File: config.mk
export PLATFORM = sky130hd
export DESIGN_NAME = evt_irq_ctrl
export DESIGN_NICKNAME = d
export VERILOG_FILES = /design/src/rtl/evt_irq_pkg.sv /design/src/rtl/evt_edge_det.sv /design/src/rtl/evt_pend_reg.sv /design/src/rtl/evt_irq_out.sv /design/src/rtl/evt_irq_ctrl.sv
export SDC_FILE = /design/constraint.sdc
export NUM_CORES = 1
export LEC_CHECK = 0
export ABC_AREA = 1
export BUFFER_PORTS_ARGS = -buffer_cell sky130_fd_sc_hd__buf_4
export CAP_MARGIN = 20
export CORE_UTILIZATION = 31
export CTS_CLUSTER_SIZE = 20
export DETAILED_ROUTE_END_ITERATION = 8
export SYNTH_ARGS = -nofsm -noshare
export SYNTH_HDL_FRONTEND = slang
export SYNTH_SLANG_ARGS = --single-unit
export TNS_END_PERCENT = 50
File: constraint.sdc
create_clock -name clk -period 0.8 [get_ports clk]
set_input_delay 0.04 -clock clk [delete_from_list [all_inputs] [get_ports clk]]
set_output_delay 0.04 -clock clk [all_outputs]
set_load 0.1 [all_outputs]
File: src/rtl/evt_irq_pkg.sv
package evt_irq_pkg;
    localparam int unsigned EVT_W      = 16;
    localparam int unsigned MASTER_POS = 15;
    localparam logic [EVT_W-1:0] RSVD_POS = 16'h4026;

    typedef logic [EVT_W-1:0] evt_vec_t;

    typedef struct packed {
        logic     master;
        evt_vec_t enables;
    } irq_cfg_t;

    function automatic evt_vec_t event_positions(input evt_vec_t rsvd, input int unsigned mpos);
        evt_vec_t v;
        v = ~rsvd;
        v[mpos] = 1'b0;
        return v;
    endfunction
endpackage

File: src/rtl/evt_edge_det.sv
module evt_edge_det #(
    parameter int unsigned W = 16,
    parameter logic [W-1:0] LIVE = '1
) (
    input  logic         clk,
    input  logic [W-1:0] lvl_i,
    output logic [W-1:0] rise_o
);
    logic [W-1:0] prev_q;

    // sampled also during reset so a level held through reset is not an edge
    always_ff @(posedge clk) begin
        prev_q <= lvl_i;
    end

    for (genvar i = 0; i < W; i++) begin : g_bit
        if (LIVE[i]) begin : g_live
            assign rise_o[i] = lvl_i[i] & ~prev_q[i];
        end else begin : g_dead
            assign rise_o[i] = 1'b0;
        end
    end
endmodule

File: src/rtl/evt_pend_reg.sv
module evt_pend_reg #(
    parameter int unsigned W = 16
) (
    input  logic         clk,
    input  logic         rst,
    input  logic [W-1:0] set_i,
    input  logic         clr_i,
    output logic [W-1:0] pend_o
);
    logic [W-1:0] pend_q;
    logic [W-1:0] kept;

    always_comb begin
        kept = clr_i ? '0 : pend_q;
    end

    always_ff @(posedge clk) begin
        if (rst) pend_q <= '0;
        else     pend_q <= kept | set_i;
    end

    assign pend_o = pend_q;
endmodule

File: src/rtl/evt_irq_out.sv
module evt_irq_out #(
    parameter int unsigned W = 16,
    parameter logic [W-1:0] LIVE = '1
) (
    input  logic                     clk,
    input  logic                     rst,
    input  logic [W-1:0]             pend_i,
    input  evt_irq_pkg::irq_cfg_t    cfg_i,
    output logic                     irq_n_o
);
    logic any_hit;

    always_comb begin
        any_hit = |(pend_i & cfg_i.enables[W-1:0] & LIVE);
    end

    always_ff @(posedge clk) begin
        if (rst) irq_n_o <= 1'b1;
        else     irq_n_o <= ~(cfg_i.master & any_hit);
    end
endmodule

File: src/rtl/evt_irq_ctrl.sv
module evt_irq_ctrl #(
    parameter int unsigned W = evt_irq_pkg::EVT_W,
    parameter int unsigned MPOS = evt_irq_pkg::MASTER_POS,
    parameter logic [W-1:0] RSVD = evt_irq_pkg::RSVD_POS
) (
    input  logic         clk,
    input  logic         rst,
    input  logic [W-1:0] src_i,
    input  logic         mask_wr_en,
    input  logic [W-1:0] mask_wr_data,
    input  logic         stat_rd_en,
    output logic [W-1:0] stat_rd_data,
    output logic         irq_n
);
    import evt_irq_pkg::*;

    localparam logic [W-1:0] LIVE = event_positions(RSVD, MPOS);

    logic [W-1:0] mask_q;
    logic [W-1:0] rise;
    irq_cfg_t     cfg;

    always_ff @(posedge clk) begin
        if (rst)             mask_q <= '0;
        else if (mask_wr_en) mask_q <= mask_wr_data & ~RSVD;
    end

    always_comb begin
        cfg.master  = mask_q[MPOS];
        cfg.enables = mask_q & LIVE;
    end

    evt_edge_det #(.W(W), .LIVE(LIVE)) u_edge (
        .clk   (clk),
        .lvl_i (src_i),
        .rise_o(rise)
    );

    evt_pend_reg #(.W(W)) u_pend (
        .clk   (clk),
        .rst   (rst),
        .set_i (rise),
        .clr_i (stat_rd_en),
        .pend_o(stat_rd_data)
    );

    evt_irq_out #(.W(W), .LIVE(LIVE)) u_out (
        .clk    (clk),
        .rst    (rst),
        .pend_i (stat_rd_data),
        .cfg_i  (cfg),
        .irq_n_o(irq_n)
    );
endmodule

Word-level counts from Yosys, hierarchy flattened
Index checks and enable logic that the tools add are counted.

storage, ports and cells
  RAM bits = 0
  word-level logic and storage cells = 32
  input bits = 36
  memories = 0
  bits in latches = 0
  memory bits (read-only) = 0
  register bits = 43

operators by class
  order comparisons = 0
  reduce and logical (&&, ||, !) cells = 1
  $add $sub $neg = 0
  equal/unequal tests = 0
  multiply operators = 0
  divide/modulo/power cells = 0
  multiplexer cells = 1
  bitwise logic cells = 26
  shift-type cells = 0

operator list
  kind               count
  $mux W16           1
  $or A16 B14 Y16    1
  $and A14 B14 Y14   1
  $and A1 B1 Y1      12
  $not A1 Y1         12
  $reduce_or A11 Y1  1

Depth between registers and ports, before layout
Gate-level depths: netlist of run 1.

  depth in word-level cells = 4
  gate-level depth with buffers = 5
  gate-level depth less buffers = 5

By module
From an unflattened synthesis of run 1, not the netlist that was laid out.

unflattened totals
  cell total of the unflattened synthesis = 209
  area, all modules = 1544.0 µm²

modules (own cells, without submodules)
  module        cells each  instances  area each (µm²)
  evt_pend_reg  68          1          558.0
  evt_irq_ctrl  77          1          500.5
  evt_edge_det  39          1          371.6
  evt_irq_out   25          1          113.9

Worst setup path after synthesis of run 1
No wires, ideal clock.

  path type = register to register
  start point = register u_pend.pend_q[3], in the netlist u_pend.pend_o[3]
  end point = register u_out.irq_n_o
  path slack = -0.596 ns
  arrival time = 1.283 ns
  cell stages (with the launch flop) = 6
  setup time = 0.113 ns
  path through = dfxtp_1 -> nand2_1 -> nand2_1 -> nor2_1 -> nand3_1 -> nand2_1

on the way
  longest elaborated chain between the ends = 4

ends and longest elaborated chain
  what                      line                text
  start: declaration        evt_pend_reg.sv:10  logic [W-1:0] pend_q;
  start signal: assignment  evt_pend_reg.sv:19  else pend_q <= kept | set_i;
  $and A14 B14 Y14          evt_irq_out.sv:14   any_hit = |(pend_i & cfg_i.enables[W-1:0] & LIVE);
  $reduce_or A11 Y1         evt_irq_out.sv:14
  $and A1 B1 Y1             evt_irq_out.sv:19   else irq_n_o <= ~(cfg_i.master & any_hit);
  $not A1 Y1                evt_irq_out.sv:19
  end signal: assignment    evt_irq_out.sv:19
  end: declaration          evt_irq_out.sv:9    output logic irq_n_o

No other way between the ends.
A chain may end at the register's enable or synchronous reset.

Final worst setup path of run 1
  start point = register u_pend.pend_q[8], in the netlist u_pend.pend_o[8]
  end point = output port stat_rd_data[8]

RTL lines
  what              line                text
  end: declaration  evt_irq_ctrl.sv:12  output logic [W-1:0] stat_rd_data,

No word-level cell between the ends.

==> results of run 1 <==
state kept, by name (all words and copies together), names as in the netlist:
signal,cells
mask_q,12
u_edge.prev_q,11
u_out.irq_n_o,1
u_pend.pend_o,11
kinds of logic (layout without fill, tap and decap cells):
family	count (synthesis)	after routing	synth area share [%]
buffers and inverters	46	92	16.8
and+or+nand+nor	56	56	16.7
other	1	5	0.296
AOI/OAI and AO/OA	23	23	10.8
DFF	35	35	55.4
layout make-up:
type	instances	area, sq um
fill	389	1850
inverter	36	135
timing repair buffer	50	553
tap	48	60.1
multi-input combinational	84	382
clock buffer	6	72.6
sequential	35	743
worst paths after layout:
kind                           to  slack [ps]               from
setup / recovery  stat_rd_data[8]         -70   u_pend.pend_o[8]
hold / removal          mask_q[9]          20    mask_wr_data[9]
setup reg to reg    u_out.irq_n_o          30  u_pend.pend_o[10]
hold reg to reg         mask_q[0]         460          mask_q[0]
power breakdown:
group | switching, uW | internal [uW] | total, uW
registers | 67.5 | 1830 | 1890
clock network | 553 | 579 | 1130
logic | 497 | 310 | 807
through the flow:
step	TNS (ps)	hold WS [ps]	util [%]	power, uW	cells
after global placement	0	153	42.1	2590	242
after detailed placement	0	154	42.1	2590	242
final	-668	20.9	51.2	3830	259
after CTS	-810	13.9	50.8	3890	259
after floorplan	-952	67.7	-	2430	165
after global routing	-1060	12.1	51.2	4020	259
cells in the final DEF (no fill, tap or decap):
cell,n
nand2_1,39
inv_1,27
buf_4,27
dfxtp_1,23
nor2_1,15
buf_12,12
a21oi_1,11
dlygate4sd3_1,11
dfxtp_4,11
inv_2,9
o22ai_1,9
conb_1,5
clkbuf_8,5
o22ai_2,2
nor2_2,1
nand3_1,1
a211oi_2,1
clkbuf_1,1
dfxtp_2,1
metal layers:
| layer | track usage, % | up-vias |
|---|---|---|
| li1 | - | 573 |
| met1 | 14.8 | 454 |
| met2 | 22.3 | 33 |
| met3 | 5.34 | 7 |
| met4 | 6.52 | 0 |
| met5 | 0 | - |
repair_timing:
action | CTS | global route
endpoints found under the setup margin | 12 | 16
hold endpoints to repair | 11 | 0
resized for setup | 36 | 3
buffers inserted | 0 | 0
hold buffers | 11 | 0
pin swaps | 1 | 0
==> results.cfg, run 1 <==
[synthesis]
synth.largest_area_cell = dfxtp_1
synthDistinctLibCells = 13
synth_ff_type = dfxtp_1
synth_cells = 161
synthesis.area_sq_um = 1260
syn_area_per_cell_sq_um = 7.86
synthArstFlopShare_pct = 0
yosysTopAreaCellShare_pct = 55.4
synth_edf_count = 0
seq_area_frac_synth_pct = 55.4
netlist_top_cells_count = 39 x nand2_1, 35 x dfxtp_1, 35 x inv_1
synth.most_common_cell = nand2_1
synthTopCellsByArea = dfxtp_1 55%, nand2_1 12%, inv_1 10%, o22ai_1 5.4%, nor2_1 4.7%
yosysWarnings = 0
ys_ff_latch = 35

[finish]
design_area_sq_um = 1950
syn_to_final_growth_pct = 53.8
drive_gt1_share_pct = 32.7
final_nets = 248
antennaDiodeCount = 0

[global_route]
grt_use_total_pct = 13.5
grt_overflow_total = 0
antenna_found_initial = 0
grt_pass1_vias = 953
grt_max_degree = 25
grt_pass1_wl_mm = 4.24

[timing]
hold_viol = 0
slew_viol_final = 0
setup_viol = 12
period_share_pct = 109
rsz0062_at_grt = true
setup_slack_ps = -68.3
fmax_mhz = 1150
clock_skew_ps = 2.42
min_period_ps = 868

[critical_path]
crit_family = flip-flops
cp-start-kind = flop
crit_chain = buf_12
crit_cells = 1
crit_fanout = 3
path_class = flop to output pin
critPathSlowestCell = dfxtp_4
worstPathRequired_ps = 760
critPathMaxStageDelay_ps = 380
worstPathArrival_ps = 830
reg2reg_depth = 5
crit_buf_inv = 1
cp-end-kind = output pin

[routing]
via_count = 1067
wire_per_inst_microns = 10.2
antenna_left = 0
wl_met1_mm = 1.19
drc_errors = 0
dr.max_layer_used = met4
wl_met3_microns = 152
drtPass1Iterations = 4
via_per_inst = 4.12
met2_length_mm = 1.24
wl_mm = 2.63
drt_iter0_drc = 52

[cts]
clk_latency_ps = 280
cts_buffers = 5
path_clk_slew_ps = 60
clock-root-buffer = clkbuf_8
h-tree-depth = 2
cts_tree = built
max-clock-path-buffers = 2
clock_sinks = 35

[worst_hold_path]
min_path_cells = 3
min_path_type = primary input to flop

[placement]
place_area_sq_um = 1600
dp_hpwl_mm = 1.65
port_buffers = 38
gp_congestion = 0.630
preCtsSetupSlack_ps = 25.0

[floorplanning]
core_sq_um = 3800
initial_core_util_pct = 33.3
core.rowCount = 22
io_pins = 53
die_w_microns = 65.9
die_y_microns = 65.9
die_area_sq_um = 4340

[power]
power_density_nw_per_um2 = 1970
ir_drop_mv = 1.15
p_leak_uw = 0.000909

[outcome]
violations = setup timing
status = complete, but fails checks

[flow_run]
maxCapViolCount = 0
(Power assumes the default switching activity.)
==> run 2: changes to the inputs <==
CTS_BUF_LIST = sky130_fd_sc_hd__clkbuf_8   (was not set)
==> run 2 against run 1 <==
Effect of this change: via count unchanged; die area unchanged; critical path depth unchanged; register-to-register slack about the same; largest power group unchanged; the run still ends with setup timing left; non-clock buffer count unchanged; global-route usage unchanged; routed wire length unchanged; critical path type unchanged; maximum frequency about the same; sequential share of layout area unchanged; cell count unchanged; sequential power about the same; first-iteration DRC count unchanged.
==> results.cfg, run 2 (same netlist as run 1, synthesis figures left out) <==
[critical_path]
critPathSlowestCell = dfxtp_4
crit_chain = buf_12
cp-end-kind = output pin
crit_fanout = 3
cp-start-kind = flop
path_class = flop to output pin
worstPathArrival_ps = 830
critPathMaxStageDelay_ps = 380
worstPathRequired_ps = 760
crit_family = flip-flops
crit_buf_inv = 1

[finish]
final_common_cell = nand2_1
top_register = mask_q
final_cells = 259
fill_cells = 389
drive_gt1_share_pct = 32.7
largest_reg_flops = 12
syn_to_final_growth_pct = 53.8
final_cell_mix = 39 x nand2_1, 28 x inv_1, 27 x buf_4
final_nets = 248
antennaDiodeCount = 0

[cts]
clock-root-buffer = clkbuf_8
path_clk_slew_ps = 60
max-clock-path-buffers = 2
h-tree-depth = 2
cts_setup_buffers = 0
cts_buffers = 5
cts_tree = built
clock_sinks = 35
clk_latency_ps = 280

[flow_run]
maxCapViolCount = 0

[power]
p_leak_uw = 0.000914
power_density_nw_per_um2 = 1960
power.internal_uw = 2700
ir_drop_mv = 1.15
pwr-share-clk_pct = 29.3
combPwrFrac_pct = 21.1
switching_share_pct = 29.3
power_switching_uw = 1120
power_frac_seq_pct = 49.6
finalPower_uw = 3820

[floorplanning]
io_pins = 53
die_w_microns = 65.9
core_sq_um = 3800
initial_core_util_pct = 33.3
die_y_microns = 65.9
die_area_sq_um = 4340
core.rowCount = 22

[timing]
fmax_mhz = 1150
rsz0062_at_grt = true
setup_slack_ps = -68.3
clock_skew_ps = 2.43
min_period_ps = 868
setup_viol = 12
period_share_pct = 109
slew_viol_final = 0
hold_viol = 0

[placement]
port_buffers = 38
dp_hpwl_mm = 1.65
dp_cells = 242
gp_congestion = 0.630

[worst_hold_path]
min_path_type = primary input to flop

[global_route]
grt_use_total_pct = 13.5
antenna_found_initial = 0
grt_pass1_vias = 953
grt_overflow_total = 0
grt_pass1_wl_mm = 4.24
grt_max_degree = 25

[routing]
drc_errors = 0
wire_per_inst_microns = 10.2
drt_iter0_drc = 52
via_count = 1067
wl_mm = 2.63
drtPass1Iterations = 4
antenna_left = 0
via_per_inst = 4.12

[outcome]
status = complete, but fails checks
violations = setup timing
## run 2: final timing paths
| check | start | endpoint | slack [ps] | depth (start not counted) |
|---|---|---|---|---|
| max reg2reg | u_pend.pend_o[10] | u_out.irq_n_o | 30 | 5 |
| max | u_pend.pend_o[8] | stat_rd_data[8] | -70 | 1 |
| min reg2reg | mask_q[0] | mask_q[0] | 460 | 2 |
| min | mask_wr_data[9] | mask_q[9] | 20 | 3 |
## run 2: power by group through the flow
| stage | clock network, uW | logic (uW) | registers (uW) |
|---|---|---|---|
| finish | 1120 | 807 | 1890 |
| global route | 1250 | 857 | 1900 |
| CTS | 1180 | 804 | 1890 |
| detailed placement | 0 | 681 | 1910 |
| global placement | 0 | 678 | 1910 |
| floorplan | 0 | 289 | 2140 |
## run 2: area by class of cell
type                       instances  area (sq um)  area share (%)
tap                               48          60.1            3.09
clock buffer                       5          68.8            3.54
inverter                          36           135            6.95
clock inverter                     1          3.75           0.193
multi-input combinational         84           382            19.6
sequential                        35           743            38.2
timing repair buffer              50           553            28.4
## run 2: repair_timing
action | 4_1_cts | 5_1_grt
gates resized for setup | 36 | 3
hold buffers | 11 | 0
pin swaps | 1 | 0
endpoints found under the setup margin | 12 | 16
hold endpoints to repair | 11 | 0
## run 2: metal layers
layer  vias up  share of wire, %  track usage (%)
met2        33                47             22.3
met3         7               5.8             5.34
li1        573                 -                -
met5         -                 0                0
met4         0               1.7             6.52
met1       454                45             14.8
## run 2: metrics by stage
| step | setup TNS (ps) | instance area [sq um] | setup slack, ps | util (%) | hold WS [ps] |
|---|---|---|---|---|---|
| floorplan | -952 | 1320 | -120 | - | 67.7 |
| global placement | 0 | 1600 | 24.0 | 42.1 | 153 |
| detailed placement | 0 | 1600 | 25.0 | 42.1 | 154 |
| CTS | -814 | 1930 | -74.1 | 50.8 | 13.2 |
| global route | -1060 | 1950 | -94.4 | 51.2 | 11.7 |
| finish | -668 | 1950 | -68.3 | 51.2 | 20.9 |
==> run 3: changes to the inputs <==
clock period = 0.9 ns   (was 0.8 ns; I/O delays follow)
==> run 3 against run 2 <==
Effect of this change: total power down 6.6%; clock power grew 6%; critical endpoint is now stat_rd_data[9]; count of clock-buffer cells in the layout rose by 2; clock skew is 2.2 ps higher; the flow now finishes without violations; non-clock buffer count down 1; critical path depth unchanged; routed wire length fell by 5.9%; largest cell class unchanged; flip-flop and latch count unchanged; utilization fell by 0.40 points.
==> results.cfg, run 3 (same netlist as run 1, synthesis figures left out) <==
[outcome]
status = finished clean

[global_route]
antenna_found_initial = 0
grt_overflow_total = 0
grt_use_total_pct = 12.4
grt_pass1_wl_mm = 3.89
grt_max_degree = 25
grt_pass1_vias = 924

[worst_hold_path]
min_path_cells = 3
min_to = mask_q[3]
min_path_type = primary input to flop
hp-start = mask_wr_data[3]

[finish]
final_common_cell = nand2_1
antennaDiodeCount = 0
drive_gt1_share_pct = 27.4
final_cell_mix = 39 x nand2_1, 36 x inv_1, 26 x buf_4
finish.utilization_pct = 50.8
final_nets = 247
top_register = mask_q
syn_to_final_growth_pct = 52.6
final_cells = 260
largest_reg_flops = 12

[placement]
gp_congestion = 0.650
preCtsSetupSlack_ps = 123
dp_cells = 241
port_buffers = 38
dp_hpwl_mm = 1.66

[cts]
h-tree-depth = 2
path_clk_slew_ps = 70
cts_setup_buffers = 0
clock_sinks = 35
clk_latency_ps = 280
max-clock-path-buffers = 2
cts_tree = built
cts_buffers = 5
clock-root-buffer = clkbuf_8

[critical_path]
r2r_start = u_pend.pend_o[8]
critPathSlowestCell = dfxtp_4
worstPathRequired_ps = 850
crit_family = flip-flops
critPathMaxStageDelay_ps = 360
reg2reg_depth = 5
worstPathArrival_ps = 830
crit_chain = buf_8
crit_buf_inv = 1
reg2reg_slack_ps = 130
path_class = flop to output pin
rr_endpoint = u_out.irq_n_o
cp-end-kind = output pin
crit_fanout = 3
cp-start-kind = flop

[routing]
antenna_left = 0
wl_met1_mm = 1.15
drt_iter0_drc = 36
via_per_inst = 4.00
drc_errors = 0
wl_met3_microns = 160
met2_length_mm = 1.13
dr.max_layer_used = met4
wire_per_inst_microns = 9.53
drtPass1Iterations = 4
wl_mm = 2.48
via_count = 1041

[flow_run]
maxCapViolCount = 0

[floorplanning]
core.rowCount = 22
core_sq_um = 3800
die_y_microns = 65.9
initial_core_util_pct = 33.3
die_w_microns = 65.9
die_area_sq_um = 4340
io_pins = 53

[timing]
period_share_pct = 97.0
setup_viol = 0
slew_viol_final = 0
clock_skew_ps = 4.65
rsz0062_at_grt = false
setup_slack_ps = 27.4
min_period_ps = 873
hold_viol = 0
fmax_mhz = 1150

[power]
p_leak_uw = 0.000912
ir_drop_mv = 1.05
power_density_nw_per_um2 = 1850
## run 3: cell types whose count changed in the layout (fill, tap and decap cells not counted), sizes merged
| cell | change |
|---|---|
| buf | -1 |
| clkbuf | +2 |
## run 3: stage by stage
stage | hold slack, ps | setup TNS [ps] | total power, uW | instance area, sq um
3_3_place_gp | 158 | 0 | 2290 | 1590
3_5_place_dp | 160 | 0 | 2300 | 1590
6_report | 24.2 | 0 | 3570 | 1930
5_1_grt | 7.60 | 0 | 3730 | 1930
4_1_cts | 8.69 | 0 | 3590 | 1890
2_1_floorplan | 72.7 | -71.7 | 2150 | 1320
## run 3: routing by layer
metal | global-route usage (%) | vias up
met3 | 5.00 | 4
met2 | 20.8 | 34
met1 | 13.6 | 434
met4 | 5.71 | 0
met5 | 0 | -
li1 | - | 569
## run 3: what timing repair did
action / 4_1_cts / 5_1_grt
endpoints found under the setup margin: 12 / 9
endpoints found under the hold margin: 11 / 0
hold buffers: 11 / 0
resized for setup: 23 / 9
## run 3: report_power, final
group	leakage, uW	switching [uW]	internal (uW)
Combinational	0.000558	437	261
Sequential	0.000298	53.7	1620
Clock	0.0000557	508	686
## run 3: how the worst max path moves through the flow
stage / start / to / slack, ps / cells past startpoint
global placement: u_pend.pend_o[3] / u_out.irq_n_o / 120 / 5
CTS: u_pend.pend_o[0] / stat_rd_data[0] / 6 / 1
floorplan: u_out.irq_n_o / irq_n / -50 / 0
finish: u_pend.pend_o[9] / stat_rd_data[9] / 30 / 1
detailed placement: u_pend.pend_o[11] / u_out.irq_n_o / 120 / 5
global route: u_pend.pend_o[3] / stat_rd_data[3] / 2 / 1
## run 3: final cells by class
| cell class | count | area [sq um] |
|---|---|---|
| Clock buffer | 7 | 96.3 |
| Clock inverter | 1 | 3.75 |
| Fill cell | 379 | 1870 |
| Inverter | 36 | 135 |
| Multi-Input combinational cell | 84 | 367 |
| Sequential cell | 35 | 742 |
| Tap cell | 48 | 60.1 |
| Timing Repair Buffer | 49 | 527 |
